<file path="src/rtl/hilo_muldiv_pkg.sv">
package hilo_muldiv_pkg;

    localparam logic [5:0] FN_MULT = 6'h18;
    localparam logic [5:0] FN_DIV  = 6'h1A;

    typedef enum logic {
        OP_MUL = 1'b0,
        OP_DIV = 1'b1
    } md_op_e;

    typedef enum logic [1:0] {
        ST_IDLE = 2'd0,
        ST_RUN  = 2'd1,
        ST_FIX  = 2'd2
    } md_state_e;

    typedef struct packed {
        md_op_e op;
        logic   neg_main;   // negate product or quotient
        logic   neg_rem;    // negate remainder
        logic   div_zero;   // divisor was zero
    } md_req_t;

    function automatic logic fn_known(input logic [5:0] fn);
        return (fn == FN_MULT) || (fn == FN_DIV);
    endfunction

    function automatic md_op_e fn_to_op(input logic [5:0] fn);
        return (fn == FN_DIV) ? OP_DIV : OP_MUL;
    endfunction

endpackage

</file>
<file path="src/rtl/hilo_md_ctrl.sv">
module hilo_md_ctrl
    import hilo_muldiv_pkg::*;
#(
    parameter int W = 32
) (
    input  logic clk,
    input  logic rst,
    input  logic accept_req,
    output logic load,
    output logic step,
    output logic finish,
    output logic busy
);
    localparam int CW = (W > 2) ? $clog2(W) : 1;
    localparam logic [CW-1:0] LAST = CW'(W - 1);

    md_state_e      state_q;
    logic [CW-1:0]  cnt_q;

    assign load   = accept_req && (state_q == ST_IDLE);
    assign step   = (state_q == ST_RUN);
    assign finish = (state_q == ST_FIX);
    assign busy   = (state_q != ST_IDLE);

    always_ff @(posedge clk) begin
        if (rst) begin
            state_q <= ST_IDLE;
            cnt_q   <= '0;
        end else begin
            unique case (state_q)
                ST_IDLE: begin
                    cnt_q <= '0;
                    if (accept_req) state_q <= ST_RUN;
                end
                ST_RUN: begin
                    cnt_q <= cnt_q + 1'b1;
                    if (cnt_q == LAST) state_q <= ST_FIX;
                end
                ST_FIX:  state_q <= ST_IDLE;
                default: state_q <= ST_IDLE;
            endcase
        end
    end
endmodule

</file>
<file path="src/rtl/hilo_mul_core.sv">
module hilo_mul_core #(
    parameter int W = 32
) (
    input  logic         clk,
    input  logic         rst,
    input  logic         load,
    input  logic         step,
    input  logic [W-1:0] mag_a,
    input  logic [W-1:0] mag_b,
    output logic [2*W-1:0] prod
);
    logic [W-1:0] hi_q, lo_q, mcand_q;
    logic [W:0]   sum;

    // one shift-add iteration: add multiplicand if the current multiplier bit is set
    assign sum  = {1'b0, hi_q} + (lo_q[0] ? {1'b0, mcand_q} : '0);
    assign prod = {hi_q, lo_q};

    always_ff @(posedge clk) begin
        if (rst) begin
            hi_q    <= '0;
            lo_q    <= '0;
            mcand_q <= '0;
        end else if (load) begin
            hi_q    <= '0;
            lo_q    <= mag_a;
            mcand_q <= mag_b;
        end else if (step) begin
            hi_q <= sum[W:1];
            lo_q <= {sum[0], lo_q[W-1:1]};
        end
    end
endmodule

</file>
<file path="src/rtl/hilo_div_core.sv">
module hilo_div_core #(
    parameter int W = 32
) (
    input  logic         clk,
    input  logic         rst,
    input  logic         load,
    input  logic         step,
    input  logic [W-1:0] mag_a,
    input  logic [W-1:0] mag_b,
    output logic [W-1:0] quo,
    output logic [W-1:0] rem
);
    logic [W-1:0] rem_q, quo_q, dvs_q;
    logic [W:0]   trial, diff;
    logic         fits;

    // restoring step: shift in next dividend bit, subtract if it fits
    assign trial = {rem_q, quo_q[W-1]};
    assign diff  = trial - {1'b0, dvs_q};
    assign fits  = (trial >= {1'b0, dvs_q});
    assign quo   = quo_q;
    assign rem   = rem_q;

    always_ff @(posedge clk) begin
        if (rst) begin
            rem_q <= '0;
            quo_q <= '0;
            dvs_q <= '0;
        end else if (load) begin
            rem_q <= '0;
            quo_q <= mag_a;
            dvs_q <= mag_b;
        end else if (step) begin
            rem_q <= fits ? diff[W-1:0] : trial[W-1:0];
            quo_q <= {quo_q[W-2:0], fits};
        end
    end
endmodule

</file>
<file path="src/rtl/hilo_muldiv.sv">
module hilo_muldiv
    import hilo_muldiv_pkg::*;
#(
    parameter int W = 32
) (
    input  logic         clk,
    input  logic         rst,
    input  logic         start,
    input  logic [5:0]   funct,
    input  logic [W-1:0] op_a,
    input  logic [W-1:0] op_b,
    input  logic         rd_req,
    output logic         busy,
    output logic         done,
    output logic         stall,
    output logic [W-1:0] hi_out,
    output logic [W-1:0] lo_out
);
    localparam int PW = 2 * W;

    logic           load, step, finish, busy_i;
    logic           accept_req;
    logic [W-1:0]   mag_a, mag_b;
    logic [PW-1:0]  prod;
    logic [W-1:0]   quo, rem;
    md_req_t        req_q, req_d;
    logic [W-1:0]   dividend_q;
    logic [W-1:0]   hi_q, lo_q;
    logic           done_q;
    logic [PW-1:0]  prod_fix;
    logic [W-1:0]   quo_fix, rem_fix;
    logic           mul_en, div_en;

    assign accept_req = start && fn_known(funct);

    assign mag_a = op_a[W-1] ? (~op_a + 1'b1) : op_a;
    assign mag_b = op_b[W-1] ? (~op_b + 1'b1) : op_b;

    always_comb begin
        req_d.op       = fn_to_op(funct);
        req_d.div_zero = (op_b == '0);
        req_d.neg_rem  = op_a[W-1];
        req_d.neg_main = op_a[W-1] ^ op_b[W-1];
    end

    hilo_md_ctrl #(.W(W)) u_ctrl (
        .clk        (clk),
        .rst        (rst),
        .accept_req (accept_req),
        .load       (load),
        .step       (step),
        .finish     (finish),
        .busy       (busy_i)
    );

    assign mul_en = (req_q.op == OP_MUL);
    assign div_en = (req_q.op == OP_DIV);

    hilo_mul_core #(.W(W)) u_mul (
        .clk   (clk),
        .rst   (rst),
        .load  (load && (req_d.op == OP_MUL)),
        .step  (step && mul_en),
        .mag_a (mag_a),
        .mag_b (mag_b),
        .prod  (prod)
    );

    hilo_div_core #(.W(W)) u_div (
        .clk   (clk),
        .rst   (rst),
        .load  (load && (req_d.op == OP_DIV)),
        .step  (step && div_en),
        .mag_a (mag_a),
        .mag_b (mag_b),
        .quo   (quo),
        .rem   (rem)
    );

    assign prod_fix = req_q.neg_main ? (~prod + 1'b1) : prod;
    assign quo_fix  = req_q.neg_main ? (~quo + 1'b1) : quo;
    assign rem_fix  = req_q.neg_rem  ? (~rem + 1'b1) : rem;

    always_ff @(posedge clk) begin
        if (rst) begin
            req_q      <= '0;
            dividend_q <= '0;
            hi_q       <= '0;
            lo_q       <= '0;
            done_q     <= 1'b0;
        end else begin
            done_q <= finish;
            if (load) begin
                req_q      <= req_d;
                dividend_q <= op_a;
            end
            if (finish) begin
                if (req_q.op == OP_MUL) begin
                    hi_q <= prod_fix[PW-1:W];
                    lo_q <= prod_fix[W-1:0];
                end else if (req_q.div_zero) begin
                    hi_q <= dividend_q;
                    lo_q <= '1;
                end else begin
                    hi_q <= rem_fix;
                    lo_q <= quo_fix;
                end
            end
        end
    end

    assign busy   = busy_i;
    assign done   = done_q;
    assign stall  = rd_req && busy_i;
    assign hi_out = hi_q;
    assign lo_out = lo_q;
endmodule

</file>
<file path="config.mk">
export PLATFORM = sky130hd
export DESIGN_NAME = hilo_muldiv
export DESIGN_NICKNAME = d
export VERILOG_FILES = /design/src/rtl/hilo_muldiv_pkg.sv /design/src/rtl/hilo_md_ctrl.sv /design/src/rtl/hilo_mul_core.sv /design/src/rtl/hilo_div_core.sv /design/src/rtl/hilo_muldiv.sv
export SDC_FILE = /design/constraint.sdc
export NUM_CORES = 1
export LEC_CHECK = 0
export BUFFER_PORTS_ARGS = -buffer_cell sky130_fd_sc_hd__buf_2
export CAP_MARGIN = 10
export CORE_ASPECT_RATIO = 1.25
export CORE_MARGIN = 2
export CORE_UTILIZATION = 39
export DETAILED_ROUTE_END_ITERATION = 12
export HOLD_SLACK_MARGIN = 0.15
export PLACE_DENSITY = 0.56
export SKIP_LAST_GASP = 1
export SLEW_MARGIN = 20
export SYNTH_ARGS = -nofsm -noshare
export SYNTH_HDL_FRONTEND = slang
export SYNTH_HIERARCHICAL = 1
export SYNTH_SLANG_ARGS = --single-unit
</file>
<file path="constraint.sdc">
create_clock -name clk -period 4.5 [get_ports clk]
set_input_delay 0.9 -clock clk [delete_from_list [all_inputs] [get_ports clk]]
set_output_delay 0.9 -clock clk [all_outputs]
set_load 0.02 [all_outputs]
</file>
### After elaboration in Yosys (flattened, before gate mapping)

Index checks and enable logic that the tools add are counted.

| word-level totals | value |
|---|---|
| register bits | 300 |

| cells by class | value |
|---|---|
| add/subtract/negate cells | 8 |
| order comparisons | 1 |
| eq/ne operators | 7 |
| multiplexer cells | 20 |
| bitwise operators | 8 |
| reduce and logical (&&, ||, !) cells | 17 |

Operators by type and width:

| operator | count |
|---|---|
| two-way mux 32 bit | 14 |
| adder 32 x 1 -> 32 bit (second input constant) | 4 |
| NOT 32 bit | 4 |
| adder 64 x 1 -> 64 bit (second input constant) | 1 |
| two-way mux 64 bit | 1 |
| NOT 64 bit | 1 |
| adder 32 x 33 -> 33 bit | 1 |
| greater-or-equal comparator 33 x 32 -> 1 bit | 1 |
| zero test 32 bit | 1 |
| subtractor 32 bit | 1 |
| == test 6 x 5 -> 1 bit (second input constant) | 2 |
| one-hot mux 5 bit (2 select lines) | 1 |
| nonzero test 2 bit | 4 |
| logical AND 1 bit | 7 |
| adder 5 x 1 -> 5 bit (second input constant) | 1 |
| == test 5 bit (second input constant) | 1 |
| two-way mux 2 bit | 2 |
| inequality test 2 x 1 -> 1 bit (second input constant) | 2 |
| one-hot mux 2 bit (2 select lines) | 1 |
| OR reduction 2 bit | 2 |
| == test 2 x 1 -> 1 bit (second input constant) | 1 |
| == test 2 bit (second input constant) | 1 |
| zero test 2 bit | 1 |
| NOT 1 bit | 2 |
| other kinds (4) | 4 |

### Depth between registers and ports, before layout

Gate-level depths: netlist of run 1.

| depth | value |
|---|---|
| word-level depth | 6 |
| mapped depth | 16 |

### By module

Netlist of run 1, hierarchy kept.

Modules (own cells, without submodules):

| module | instances | cells an instance | area each (um^2) | sequential area each (um^2) |
|---|---|---|---|---|
| hilo_muldiv | 1 | 1161 | 8719.6 | 2001.9 |
| hilo_div_core | 1 | 755 | 6047.0 | 1921.8 |
| hilo_mul_core | 1 | 697 | 5775.5 | 1921.8 |
| hilo_md_ctrl | 1 | 35 | 327.8 | 140.1 |

### Least setup slack after synthesis of run 1

Ideal clock, no wire load.

| timing | value |
|---|---|
| path type | input -> register |
| start point | in funct[0] |
| end point | reg u_div.dvs_q[13] |
| arrival time | 3791 ps |
| path slack | 582 ps |
| cell stages on the path | 14 |
| path buffers | 5 |
| cell sequence | nand3b_1 > nor3_1 > and2_1 > inv_1 > nor2_1 > clkbuf_1 > buf_1 > nand3_1 > inv_1 > clkbuf_1 > clkbuf_1 > clkbuf_1 > mux2i_1 > nor2_1 |

| between the ends | value |
|---|---|
| cells in the longest elaborated chain, start to end | 5 |

Ends and longest elaborated chain:

| what | RTL line | text |
|---|---|---|
| start, declared | hilo_muldiv.sv:9 | `input logic [5:0] funct,` |
| == test 6 x 5 -> 1 bit | hilo_muldiv_pkg.sv:25 | `return (fn == FN_MULT) \|\| (fn == FN_DIV);` |
| logical OR 1 bit * | hilo_muldiv_pkg.sv:25 |  |
| logical AND 1 bit * | hilo_muldiv.sv:34 | `assign accept_req = start && fn_known(funct);` |
| via accept_req | hilo_muldiv.sv:22 | `logic accept_req;` |
| logical AND 1 bit * | hilo_md_ctrl.sv:20 | `assign load = accept_req && (state_q == ST_IDLE);` |
| via load | hilo_muldiv.sv:21 | `logic load, step, finish, busy_i;` |
| logical AND 1 bit * | hilo_muldiv.sv:72 | `.load (load && (req_d.op == OP_DIV)),` |
| end signal, assigned | hilo_div_core.sv:32 | `dvs_q <= mag_b;` |
| end, declared | hilo_div_core.sv:13 | `logic [W-1:0] rem_q, quo_q, dvs_q;` |

The timed path passes the listed nets; every way through them passes the cells marked *.
A chain may end at the register's enable or synchronous reset.

### Worst setup path after layout of run 1

| timing | value |
|---|---|
| start point | reg u_mul.lo_q[10] |
| end point | reg hi_q[13] (netlist: hi_out[13]) |

| between the ends | value |
|---|---|
| cells in the longest elaborated chain, start to end | 4 |

Ends and longest elaborated chain:

| what | RTL line | text |
|---|---|---|
| start, declared | hilo_mul_core.sv:12 | `logic [W-1:0] hi_q, lo_q, mcand_q;` |
| start signal, assigned | hilo_mul_core.sv:26 | `lo_q <= mag_a;` |
| start signal, assigned | hilo_mul_core.sv:30 | `lo_q <= {sum[0], lo_q[W-1:1]};` |
| NOT 64 bit | hilo_muldiv.sv:80 | `assign prod_fix = req_q.neg_main ? (~prod + 1'b1) : prod;` |
| adder 64 x 1 -> 64 bit | hilo_muldiv.sv:80 |  |
| two-way mux 64 bit | hilo_muldiv.sv:80 |  |
| two-way mux 32 bit | hilo_muldiv.sv:98 | `if (req_q.op == OP_MUL) begin` |
| end signal, assigned | hilo_muldiv.sv:99 | `hi_q <= prod_fix[PW-1:W];` |
| end signal, assigned | hilo_muldiv.sv:102 | `hi_q <= dividend_q;` |
| end signal, assigned | hilo_muldiv.sv:105 | `hi_q <= rem_fix;` |
| end, declared | hilo_muldiv.sv:28 | `logic [W-1:0] hi_q, lo_q;` |

Every way passes these cells.

==> reports/results.ini, run 1 <==
[run_status]
status=completed

[worst_setup_path]
critPathRequiredTime_ns=4.89
cpPeakStageDelay_ns=0.82
worstSetupPathType=register to register
path_buf_inv=0
worstPathCellList=nor4_1 -> nand4b_1 -> or4_1 -> o41ai_1 -> xor2_1 -> o32ai_1
cp_max_fo=11
arrival_ns=3.83
reg2reg_from=u_mul/lo_q[10]
crit_path_top_delay_cell=or4_1
r2r-end=hi_out[13]
start_kind=register
endpoint_kind=register
cp_top_family=simple AND/OR/NAND/NOR gates
worst-r2r-setup-slack_ns=1.06
reg2reg_depth=6
cp.depth=6

[power]
swShare_pct=24.4
p_leak_uw=0.00907
pwr-share-clk_pct=49.2
p_total_uw=6070
peakVddDrop_mv=0.190
p_switching_uw=1480
p_int_uw=4590
power_density_mw_per_mm2=262
combPwrFrac_pct=7.0
power_frac_seq_pct=43.8

[timing]
max_freq_mhz=291
setup_violations=0
slew_viol_final=0
worst_pin_slew_ns=1.06
fin_setup_tns_ns=0
hold_viol=0
fin_skew_ns=0.0158
min_period_ns=3.44
slew_headroom_pct=28.9
rsz0062_at_grt=no
timing.final.crit_share_pct=76.5

[min_path]
worstHoldStart=lo_out[11]
hold_path_end=lo_out[11]
min_path_cells=2
min_path_type=register to register

[global_routing]
grt-ovfl-total=0
grt_pass1_vias=19210
antenna_found_initial=2
track_usage_pct=27.3
grt_max_degree=97
grt_pass1_wl_um=118000

[routing]
avgViaCountPerCell=6.01
drt_iter0_drc=1728
routed_wl_um=78000
drc=0
drt-pass1-iter-count=5
drtAntennaViolNets=0
wl_per_cell_um=23.0
num_vias=20385

[synthesis]
yosysSeqAreaShare_pct=28.7
synth-seq-cells=299
netlist_area_mm2=0.0209
ys_warn_count=6
synthArstFlopShare_pct=0
synth_cell_types=108
synth_ff_type=dfxtp_1
synth_nets=2795
syn_inst=2648
synth_edf_count=0
avgSynthCellArea_um2=7.88

[clock_tree]
cts_sinks=299
clk_latency_ns=0.54
cts_buffer_depth=3
root_buffer=clkbuf_16
cts_tree=built
holdBufCountCts=0
clkTransAtPathRegs_ns=0.06
numCtsBuffers=35
htreeDepth=2
cts_setup_buffers=0
cts.repair.resized=0

[cells_and_area]
final_util_pct=43.9
synthToLayoutAreaGrowth_pct=11.1
nFillCells=5323
drive_gt1_share_pct=11.5
fin_nets=2840
final_common_cell=nor2_1
final_cell_mix=347 x nor2_1, 297 x dfxtp_1, 219 x nand2_1, 191 x mux2i_1, 152 x a21oi_1

[place]
hpwlAfterDp_um=59300
io_buffers=140
gp_congestion=0.969

[floorplanning]
std_cell_rows=94
die_y_um=263
die_w_um=211
coreArea_mm2=0.0528
start_util_pct=39.5
num_io_pins=141
dieArea_mm2=0.0554

[job]
maxCapViolations=0

[state kept, by name (all words and copies together), names as in the netlist]
signal	cells
div_en	1
u_mul/mcand_q	32
u_div/rem	32
u_mul/hi_q	32
u_mul/lo_q	32
dividend_q	31
u_div/quo	32
u_ctrl/state_q	2
u_ctrl/cnt_q	5
done	1
hi_out	32
u_div/dvs_q	32
lo_out	32
req_q	3
[Yosys cell counts (11+ instances only)]
cell	instances	area share, %
and3_1	15	0.45
mux2i_1	191	9.2
inv_1	65	1.2
nor3_1	67	1.6
a31oi_1	39	1.2
a221oi_1	11	0.46
buf_1	24	0.43
nor2_1	349	6.3
or4_1	23	0.83
a21oi_1	152	3.6
nor4_1	32	0.96
a21oi_2	11	0.46
nand3_1	45	1.1
o21bai_1	11	0.40
buf_2	15	0.36
o21ai_0	133	3.2
xor2_1	45	1.9
o41ai_1	27	1.1
or3_1	45	1.3
dfxtp_1	299	29
o21ai_1	23	0.55
nor2b_1	20	0.60
clkbuf_1	115	2.1
o31ai_1	56	2.0
ha_1	71	4.3
nand3b_1	15	0.54
a21o_1	21	0.76
or2_2	13	0.39
nand4_1	30	0.90
and2_1	45	1.3
a211oi_1	24	0.86
o221ai_1	13	0.55
nand2b_1	29	0.87
o22ai_1	19	0.57
xnor2_1	136	5.7
o211ai_1	15	0.54
nand2_1	219	3.9
[per-stage QoR]
stage               cell area [um2]  setup slack, ns  std cells  hold slack (ns)
floorplan                     20900            0.582       2648            0.452
CTS                           23200             1.10       3388            0.445
global route                  23200            0.854       3390            0.455
detailed placement            22000            0.856       3328            0.435
global placement              22000            0.897       3328            0.430
finish                        23200             1.06       3390            0.440
[how the worst max path moves through the flow]
stage / start / endpoint / slack [ns]
after global placement: op_a[2] / u_mul/lo_q[26] / 0.90
after CTS: u_mul/lo_q[10] / hi_out[13] / 1.10
final: u_mul/lo_q[10] / hi_out[13] / 1.06
after floorplan: funct[0] / u_div/dvs_q[13] / 0.58
after global routing: u_mul/lo_q[0] / hi_out[13] / 0.85
after detailed placement: op_a[2] / u_div/quo[26] / 0.86
[layout make-up]
type | instances | area [um2] | share of cell area, %
Timing Repair Buffer | 175 | 995 | 4.29
Clock inverter | 9 | 149 | 0.642
Inverter | 67 | 253 | 1.09
Tap cell | 672 | 841 | 3.63
Clock buffer | 51 | 1030 | 4.44
Antenna cell | 2 | 5.00 | 0.0216
Sequential cell | 299 | 5990 | 25.8
Multi-Input combinational cell | 2115 | 13900 | 60.1
[worst register-to-register path: cells and delay by family (launching register included)]
kind                      cells  cell delay (ns)
AOI/OAI and AO/OA             2             0.53
DFF                           1             0.35
xor gates and xnor gates      1             0.51
and+or+nand+nor               3             1.89
[power by group through the flow]
| stage | registers [uW] | clock network, uW | logic [uW] |
|---|---|---|---|
| after detailed placement | 2720 | 0 | 420 |
| after global routing | 2660 | 3150 | 449 |
| after global placement | 2720 | 0 | 417 |
| after CTS | 2660 | 3040 | 421 |
| after floorplan | 2720 | 0 | 236 |
| final | 2660 | 2990 | 423 |
[layer usage]
layer	vias to the layer above	track usage (%)	share of wire, %
met5	-	0	0
met2	776	47.0	48
met3	194	3.07	5.4
li1	9712	-	-
met1	9703	33.0	40
met4	0	15.4	6.1
[logic make-up (layout without fill, tap and decap cells)]
logic type / Yosys count / after routing / synth area share (%)
fa+ha+maj: 73 / 73 / 4.45
xor+xnor: 181 / 181 / 7.60
other cells: 0 / 2 / 0
flops: 299 / 299 / 28.7
mux: 194 / 194 / 9.32
simple gates: 1002 / 1002 / 23.7
buf+inv: 234 / 302 / 4.72
compound gates: 665 / 665 / 21.6
No activity file was read; power rests on OpenSTA's default activity.
==> inputs of run 2 (changes only) <==
ABC_AREA = 1   (was default)
PLACE_DENSITY = 0.58   (was 0.56)
clock period = 3 ns   (was 4.5 ns; I/O delays follow)
==> reports/results.ini, run 2 <==
[run_status]
status=completed

[synthesis]
synth_common_cells=1,045 x nand2_1, 566 x inv_1, 550 x nor2_1
syn_inst=4012  ; +52%
ys_warn_count=6  ; unchanged
synth_edf_count=0  ; unchanged
synth_ff_type=dfxtp_1
yosys.area.top_type=dfxtp_1
synth_top_area_share_pct=25.4  ; -3.3 points
synth_cell_types=51  ; -53%
netlist_area_mm2=0.0236  ; +13%
synthArstFlopShare_pct=0  ; unchanged
synth-seq-cells=299  ; unchanged
yosysSeqAreaShare_pct=25.4  ; -3.3 points
synth_nets=4159  ; +49%
avgSynthCellArea_um2=5.88  ; -25%
synth_most_common_cell=nand2_1
yosys-top-cells-area=dfxtp_1 25%, nand2_1 17%, inv_1 9.0%

[min_path]
min_path_type=input pin to register
min_path_cells=3  ; +1
worstHoldStart=op_a[16]
hold_path_end=dividend_q[16]

[timing]
worst_pin_slew_ns=0.811  ; -0.252 ns
fin_ws_ns=0.474  ; -0.585 ns
holdWs_ns=0.343  ; -0.0978 ns
timing.final.crit_share_pct=84.2  ; +7.7 points
rsz0062_at_grt=no
slew_headroom_pct=45.4  ; +16 points
fin_skew_ns=0.0225  ; +0.00680 ns
hold_viol=0  ; unchanged
fin_setup_tns_ns=0  ; unchanged
max_freq_mhz=396  ; +36%
min_period_ns=2.53  ; -0.915 ns
setup_violations=0  ; unchanged
slew_viol_final=0  ; unchanged

[worst_setup_path]
cpPeakStageDelay_ns=0.54  ; -0.28 ns
reg2reg_depth=16  ; +10
cp_max_fo=32  ; +21
arrival_ns=2.96  ; -0.87 ns
critPathRequiredTime_ns=3.43  ; -1.46 ns
worstSetupPathType=register to register
crit_top_cell=nand2_1
crit_path_top_delay_cell=dfxtp_1
worstPathCellList=ha_1 -> nand2_1 -> inv_1 -> nand2_1 -> nand2_1 -> inv_2 -> nand2_1 -> inv_2 -> nand2_2 -> nand2_4 -> buf_4 -> nand3_1 -> nand2_1 -> inv_1 -> nand2_1 -> a21oi_1
r2r-end=u_div/rem[31]
worst-r2r-setup-slack_ns=0.47  ; -0.59 ns
start_kind=register
reg2reg_from=u_div/rem[14]
endpoint_kind=register

[floorplanning]
die_y_um=279  ; +6.2%
dieArea_mm2=0.0625  ; +13%
die_w_um=224  ; +6.2%
start_util_pct=39.5  ; about the same
std_cell_rows=100  ; +6.4%
coreArea_mm2=0.0597  ; +13%
num_io_pins=141  ; unchanged

[routing]
drt_iter0_drc=2429  ; +41%
avgViaCountPerCell=5.31  ; -12%
drc=0  ; unchanged
wl_per_cell_um=18.8  ; -18%
drtAntennaViolNets=0  ; unchanged
num_vias=25976  ; +27%
drt-pass1-iter-count=6  ; +1
routed_wl_um=91800  ; +18%

[global_routing]
grt_pass1_wl_um=139000  ; +18%
grt_max_degree=95  ; -2.1%
track_usage_pct=28.7  ; +1.4 points
grt-ovfl-total=0  ; unchanged
antenna_found_initial=2  ; unchanged
grt_pass1_vias=24049  ; +25%

[place]
dp_slack_ns=0.253  ; -0.603 ns
hpwlAfterDp_um=72500  ; +22%
gp_congestion=0.955  ; -1.4%
io_buffers=140  ; unchanged

[cells_and_area]
fin_nets=4245  ; +49%
final_cell_mix=1,045 x nand2_1, 564 x inv_1, 546 x nor2_1, 297 x dfxtp_1, 289 x nand3_1
drive_gt1_share_pct=9.75  ; -1.7 points
synthToLayoutAreaGrowth_pct=11.4
final_common_cell=nand2_1

[clock_tree]
cts_tree=built
numCtsBuffers=36  ; +2.9%
root_buffer=clkbuf_16
htreeDepth=2  ; unchanged
holdBufCountCts=0  ; unchanged
cts_setup_buffers=0  ; unchanged
clk_latency_ns=0.57  ; +0.03 ns
clkTransAtPathRegs_ns=0.06  ; about the same
cts_sinks=299  ; unchanged
cts.repair.resized=0  ; unchanged
cts_buffer_depth=3  ; unchanged

[power]
power_density_mw_per_mm2=368  ; +41%
p_leak_uw=0.0142  ; +57%
peakVddDrop_mv=0.357  ; +88%

[job]
maxCapViolations=0  ; unchanged

run 2: where the power goes:
group | internal (uW) | leakage [uW] | total [uW] | switching (uW)
registers | 4000 | 0.00241 | 4050 | 54.5
clock network | 2650 | 0.000588 | 4600 | 1950
logic | 308 | 0.0112 | 1040 | 729
run 2: worst max-delay path, delay by kind of cell, from the launching register on:
family | cells | cell delay [ns]
AOI/OAI and AO/OA | 1 | 0.06
and+or+nand+nor | 9 | 0.84
adders and majority gates | 1 | 0.37
buffers and inverters | 5 | 0.58
DFF | 1 | 0.54
run 2: logic make-up (layout without fill, tap and decap cells):
family	Yosys count	after routing	synth area share [%]
compound gates	637	637	14.9
xor+xnor	107	107	3.97
fa+ha+maj	73	73	3.93
buf+inv	750	861	12.7
flops	299	299	25.4
other cells	0	1	0
simple gates	2146	2146	39.1
run 2: layout make-up:
cell class	count	area (um2)
clock buffers	52	1060
fillers	6530	33400
multi-input cells	2963	14600
inverters	589	2210
flip-flops and latches	299	5990
diodes	1	2.50
clock inverters	11	140
well taps	765	957
repair buffers	209	1280
run 2: worst max-delay path by stage:
stage,slack (ns),from,to,cells past startpoint
6_report,0.47,u_div/rem[14],u_div/rem[31],16
4_1_cts,0.49,u_div/rem[17],u_div/rem[22],14
3_5_place_dp,0.25,op_a[0],u_div/quo[28],15
5_1_grt,0.27,u_div/rem[17],u_div/rem[30],16
2_1_floorplan,0.37,funct[4],u_div/rem[21],15
3_3_place_gp,0.25,op_a[0],u_div/quo[28],15
run 2: metal layers:
metal	track usage (%)	vias to the layer above	wire length [um]
li1	-	12955	-
met5	0	-	16
met3	3.38	211	6350
met4	11.8	4	4070
met2	47.2	1003	41600
met1	38.0	11803	39800
run 2: through the flow:
| step | total power (uW) | util [%] | cell area [um2] | cells |
|---|---|---|---|---|
| 2_1_floorplan | 4790 | - | 23600 | 4012 |
| 3_3_place_gp | 5160 | 42.0 | 25100 | 4825 |
| 3_5_place_dp | 5160 | 42.0 | 25100 | 4825 |
| 4_1_cts | 9750 | 44.1 | 26300 | 4888 |
| 5_1_grt | 10000 | 44.1 | 26300 | 4888 |
| 6_report | 9690 | 44.1 | 26300 | 4889 |
